<file path="config.mk">
export PLATFORM = sky130hd
export DESIGN_NAME = mixmul_unit
export DESIGN_NICKNAME = d
export VERILOG_FILES = /design/src/rtl/mixmul_pkg.sv /design/src/rtl/mixmul_opsel.sv /design/src/rtl/mixmul_core.sv /design/src/rtl/mixmul_wb.sv /design/src/rtl/mixmul_unit.sv
export SDC_FILE = /design/constraint.sdc
export NUM_CORES = 1
export LEC_CHECK = 0
export ABC_CLOCK_PERIOD_IN_PS = 2200
export BUFFER_PORTS_ARGS = -buffer_cell sky130_fd_sc_hd__buf_2
export CAP_MARGIN = 20
export CORE_MARGIN = 5
export CORE_UTILIZATION = 60
export DETAILED_ROUTE_END_ITERATION = 6
export PLACE_DENSITY = 0.82
export SLEW_MARGIN = 40
export SYNTH_ARGS = -nofsm -noshare
export SYNTH_HDL_FRONTEND = slang
export SYNTH_HIERARCHICAL = 1
export SYNTH_SLANG_ARGS = --single-unit
export TNS_END_PERCENT = 10
</file>
<file path="constraint.sdc">
create_clock -name clk -period 2.2 [get_ports clk]
set_input_delay 0.11 -clock clk [delete_from_list [all_inputs] [get_ports clk]]
set_output_delay 0.11 -clock clk [all_outputs]
set_load 0.1 [all_outputs]
</file>
<file path="src/rtl/mixmul_pkg.sv">
package mixmul_pkg;
  localparam int unsigned DW    = 16;
  localparam int unsigned PW    = 2 * DW;
  localparam int unsigned NACC  = 4;
  localparam int unsigned IDXW  = $clog2(NACC);
  localparam int unsigned SELW  = 3;

  typedef struct packed {
    logic [IDXW-1:0] src_hi;
    logic [IDXW-1:0] src_lo;
  } pair_t;

  // Pairing code to accumulator indices
  function automatic pair_t decode_pair(input logic [SELW-1:0] sel);
    pair_t p;
    if (!sel[2]) begin
      p.src_hi = IDXW'(0);
      p.src_lo = sel[1:0];
    end else begin
      p.src_hi = sel[1] ? IDXW'(2) : IDXW'(1);
      p.src_lo = {1'b1, sel[0]};
    end
    return p;
  endfunction

  // Signed times unsigned, integer result
  function automatic logic [PW-1:0] mixed_mul(input logic [DW-1:0] s,
                                              input logic [DW-1:0] u);
    logic signed [PW:0] sx;
    logic signed [PW:0] ux;
    logic signed [PW:0] full;
    sx   = {{(PW+1-DW){s[DW-1]}}, s};
    ux   = {{(PW+1-DW){1'b0}}, u};
    full = sx * ux;
    return full[PW-1:0];
  endfunction
endpackage

</file>
<file path="src/rtl/mixmul_opsel.sv">
module mixmul_opsel
  import mixmul_pkg::*;
(
  input  logic [SELW-1:0]           pair_sel_i,
  input  logic [NACC-1:0][DW-1:0]   acc_hi_i,
  input  logic [NACC-1:0][DW-1:0]   acc_lo_i,
  output logic [DW-1:0]             op_s_o,
  output logic [DW-1:0]             op_u_o
);
  pair_t pair;

  always_comb begin
    pair   = decode_pair(pair_sel_i);
    op_s_o = acc_hi_i[pair.src_hi];
    op_u_o = acc_lo_i[pair.src_lo];
  end
endmodule

</file>
<file path="src/rtl/mixmul_core.sv">
module mixmul_core
  import mixmul_pkg::*;
(
  input  logic [DW-1:0] op_s_i,
  input  logic [DW-1:0] op_u_i,
  output logic [PW-1:0] prod_o
);
  always_comb prod_o = mixed_mul(op_s_i, op_u_i);
endmodule

</file>
<file path="src/rtl/mixmul_wb.sv">
module mixmul_wb
  import mixmul_pkg::*;
(
  input  logic          clk,
  input  logic          rst_n,
  input  logic          issue_i,
  input  logic [PW-1:0] prod_i,
  output logic [PW-1:0] y_o,
  output logic          y_we_o
);
  always_ff @(posedge clk or negedge rst_n) begin
    if (!rst_n) begin
      y_o    <= '0;
      y_we_o <= 1'b0;
    end else begin
      y_we_o <= issue_i;
      if (issue_i) y_o <= prod_i;
    end
  end


  we_after_issue_chk: assert property (@(posedge clk) disable iff (!rst_n)
    issue_i |=> y_we_o);

  we_idle_chk: assert property (@(posedge clk) disable iff (!rst_n)
    !issue_i |=> !y_we_o);

  y_hold_chk: assert property (@(posedge clk) disable iff (!rst_n)
    !issue_i |=> $stable(y_o));
endmodule

</file>
<file path="src/rtl/mixmul_unit.sv">
module mixmul_unit
  import mixmul_pkg::*;
(
  input  logic                      clk,
  input  logic                      rst_n,
  input  logic                      issue_i,
  input  logic [SELW-1:0]           pair_sel_i,
  input  logic                      sat_mode_i,
  input  logic [NACC-1:0][DW-1:0]   acc_hi_i,
  input  logic [NACC-1:0][DW-1:0]   acc_lo_i,
  output logic [PW-1:0]             y_o,
  output logic                      y_we_o
);
  logic [DW-1:0] op_s;
  logic [DW-1:0] op_u;
  logic [PW-1:0] prod;
  logic          sat_unused;

  // Saturation mode is accepted but deliberately not used
  assign sat_unused = sat_mode_i;

  mixmul_opsel u_opsel (
    .pair_sel_i (pair_sel_i),
    .acc_hi_i   (acc_hi_i),
    .acc_lo_i   (acc_lo_i),
    .op_s_o     (op_s),
    .op_u_o     (op_u)
  );

  mixmul_core u_core (
    .op_s_i (op_s),
    .op_u_i (op_u),
    .prod_o (prod)
  );

  mixmul_wb u_wb (
    .clk     (clk),
    .rst_n   (rst_n),
    .issue_i (issue_i),
    .prod_i  (prod),
    .y_o     (y_o),
    .y_we_o  (y_we_o)
  );


  prod_sign_chk: assert property (@(posedge clk) disable iff (!rst_n)
    (op_u != '0) |-> (prod[PW-1] == op_s[DW-1]));

  prod_zero_chk: assert property (@(posedge clk) disable iff (!rst_n)
    (op_s == '0 || op_u == '0) |-> (prod == '0));

  y_load_chk: assert property (@(posedge clk) disable iff (!rst_n)
    issue_i |=> (y_o == $past(prod)));
endmodule

</file>
==> impl_metrics.tcl <==
set metrics [dict create \
    synth.largest_area_cell "fa_1" \
    wl_per_cell_um 17.4 \
    multi_input_area_mm2 0.00936 \
    layout_worst_path_cycle_share_pct 271 \
    layout.cells.non_filler 1703 \
    clkSlewWorstSetupHoldPaths_ns 0.05 \
    holdPathStages 1 \
    netlist.area_leader.share_pct 35.1 \
    fin_crit_ns 5.97 \
    core_mm2 0.0181 \
    min_from "issue_i" \
    port_buffers 150 \
    yosysWarnings 6 \
    fin_util_pct 76.2 \
    finClkSkew_ns 0 \
    setup_slack_ns -3.77 \
    cp_max_fo 14 \
    min_to "u_wb/y_we_o$_DFF_PN0_" \
    critPathKind "input pin to flop" \
    start_util_pct 61.2 \
    clock_latency_ns 0.28 \
    violations "setup timing" \
    cts_tree "yes" \
    die_area_mm2 0.0213 \
    overflow 0 \
    grt_pass1_wl_mm 48.2 \
    worst_slew_pin_slew_ns 0.703 \
    grt_max_degree 34 \
    hold_path_class "input pin to flop" \
    drt-total-wl_mm 29.6 \
    die_h_um 146 \
    clockBufferDepth 2 \
    synthCells 1186 \
    via_per_inst 5.51 \
    grt_pass1_vias 10187 \
    reg2reg_from "u_wb/y_o[8]$_DFFE_PN0P_" \
    seq_area_frac_synth_pct 7.47 \
    diodes 0 \
    area.growth.synth_to_final_pct 24.7 \
    drcViolationCount 0 \
    outcome "finished with violations" \
    place.gp.congestion 0.941 \
    r2r_slack_ns 1.41 \
    n_fill_cell 1179 \
    synth_flop_cell "dfrtp_1" \
    numPlacedInstances 1688 \
    synth_nets 1632 \
    worstRegToRegCells 1 \
    drive_gt1_share_pct 31.5 \
    area.sequential_um2 826 \
    hold_viol 0 \
    cts_max_level 2 \
    synth_edf_count 0 \
    arrival_ns 6.13 \
    cts.sinks 33 \
    synth-seq-cells 33 \
    drv_cap 0 \
    cp.required_ns 2.36 \
    startpoint_type "input pin" \
    drt_iter0_drc 644 \
    end_kind "flop" \
    drtAntennaViolNets 0 \
    dp_hpwl_mm 24.7 \
    final_net_count 1919 \
    grt_setup_unrepaired "true" \
    grt_use_total_pct 27.4 \
    firstDrtPassIters 5 \
    syn_avg_cell_area_um2 9.33 \
    root_buffer "clkbuf_16" \
    slew_headroom_pct 53.1 \
    r2r-end "u_wb/y_o[8]$_DFFE_PN0P_" \
    fmax_ghz 0.168 \
    setup_viol 30 \
    syn_area_mm2 0.0111 \
    die_w_um 146 \
    placementRows 49 \
    report.final.slew_viol_count 0 \
    synth.area.top_cells "fa_1 35%, ha_1 13%, inv_1 8.3%" \
    async_flop_share_pct 100 \
    synth.distinct_cells 55 \
    ioPinCount 168 \
    num_vias 9391 \
    cts_buffers 5 \
    antenna_found_initial 0 \
]
==> cell type report <==
type,count,share of cell area [%]
repair buffers,334,16.2
flip-flops and latches,33,5.99
clock buffers,7,1.11
well taps,229,2.08
clock inverters,1,0.0363
inverters,246,6.70
multi-input cells,853,67.8
==> synth_stat cells (7+ instances only) <==
| cell | instances |
|---|---|
| mux2i_1 | 16 |
| a21oi_1 | 50 |
| ha_1 | 117 |
| and2_1 | 126 |
| mux4_2 | 10 |
| clkbuf_1 | 33 |
| buf_2 | 10 |
| o21ai_1 | 10 |
| o21ai_0 | 7 |
| fa_1 | 194 |
| inv_1 | 246 |
| nor2_1 | 38 |
| nand2_1 | 142 |
| xnor2_1 | 23 |
| mux2_4 | 30 |
| nand3_1 | 7 |
| dfrtp_1 | 33 |
==> stage by stage <==
stage	cell area (um2)	hold slack (ns)	setup slack (ns)	setup TNS (ns)
global route	13800	0.233	-3.94	-96.93
CTS	13600	0.215	-3.74	-93.51
floorplan	11200	-0.186	-3.66	-89.37
detailed placement	13200	0.207	-4.20	-105.35
finish	13800	0.227	-3.77	-92.66
global placement	13200	0.212	-4.06	-102.47
==> registers in the layout (all words and copies together) (netlist names) <==
name         cells
u_wb/y_o        32
u_wb/y_we_o      1
==> logic make-up (layout without fill, tap and decap cells) <==
| family | Yosys count | after routing | share of synthesized area [%] |
|---|---|---|---|
| mux | 64 | 64 | 9.19 |
| buf+inv | 300 | 588 | 11.2 |
| xor+xnor | 29 | 29 | 2.30 |
| simple gates | 339 | 339 | 15.1 |
| compound gates | 110 | 110 | 6.40 |
| flops | 33 | 33 | 7.47 |
| fa+ha+maj | 311 | 311 | 48.3 |
==> critical path, cell delays in order <==
cell and delay (ns):
buf_2 0.12, buf_4 0.14, nor2_4 0.10, buf_12 0.15
mux4_2 0.37, buf_12 0.17, and2_1 0.14, fa_1 0.48
inv_1 0.05, fa_1 0.51, fa_2 0.46, fa_1 0.58
inv_1 0.06, fa_1 0.48, inv_1 0.05, fa_1 0.47
inv_1 0.06, ha_4 0.23, a21oi_2 0.18, o21ai_1 0.11
a21oi_2 0.22, o221ai_4 0.18, a2111oi_2 0.33, nor3_1 0.09
mux2_4 0.27
==> timing repair <==
action,CTS,global route
hold endpoints to repair,33,0
endpoints found under the setup margin,30,30
pin swaps,6,17
resized for setup,30,44
buffers inserted,5,1
hold buffers,1,0
==> placed cells by master, fill, tap and decap left out, types with 5 or more instances in the layout <==
| cell type | n |
|---|---|
| a21oi_1 | 31 |
| a21oi_2 | 21 |
| and2_1 | 117 |
| and2_4 | 9 |
| buf_12 | 5 |
| buf_2 | 148 |
| buf_4 | 169 |
| buf_6 | 10 |
| clkbuf_16 | 5 |
| dfrtp_1 | 33 |
| fa_1 | 192 |
| ha_1 | 103 |
| ha_4 | 14 |
| inv_1 | 245 |
| mux2_4 | 30 |
| mux2i_1 | 16 |
| mux4_2 | 15 |
| nand2_1 | 138 |
| nand2b_1 | 6 |
| nand3_1 | 7 |
| nand4_1 | 5 |
| nor2_1 | 37 |
| o211ai_1 | 5 |
| o21ai_0 | 5 |
| o21ai_1 | 9 |
| xnor2_1 | 23 |
| xor2_1 | 6 |
==> metal layers <==
layer  share of wire [%]  track usage, %  vias to the layer above
li1                    -               -                     4250
met3                 5.3            3.11                       85
met1                  37            34.1                     4696
met2                  54            49.6                      360
met4                 3.3            8.93                        0
met5                   0               0                        -
==> worst max-delay path by stage <==
stage,from,end,depth (start not counted),slack [ns]
global route,pair_sel_i[1],u_wb/y_o[23]$_DFFE_PN0P_,26,-3.94
finish,pair_sel_i[1],u_wb/y_o[26]$_DFFE_PN0P_,25,-3.77
global placement,pair_sel_i[1],u_wb/y_o[31]$_DFFE_PN0P_,24,-4.06
floorplan,pair_sel_i[0],u_wb/y_o[26]$_DFFE_PN0P_,22,-3.66
CTS,pair_sel_i[1],u_wb/y_o[29]$_DFFE_PN0P_,24,-3.74
detailed placement,pair_sel_i[1],u_wb/y_o[29]$_DFFE_PN0P_,25,-4.20
Power is left out: the tool's default activity adds up to more than one toggle a clock period on the data nets, which glitch-free logic cannot reach.
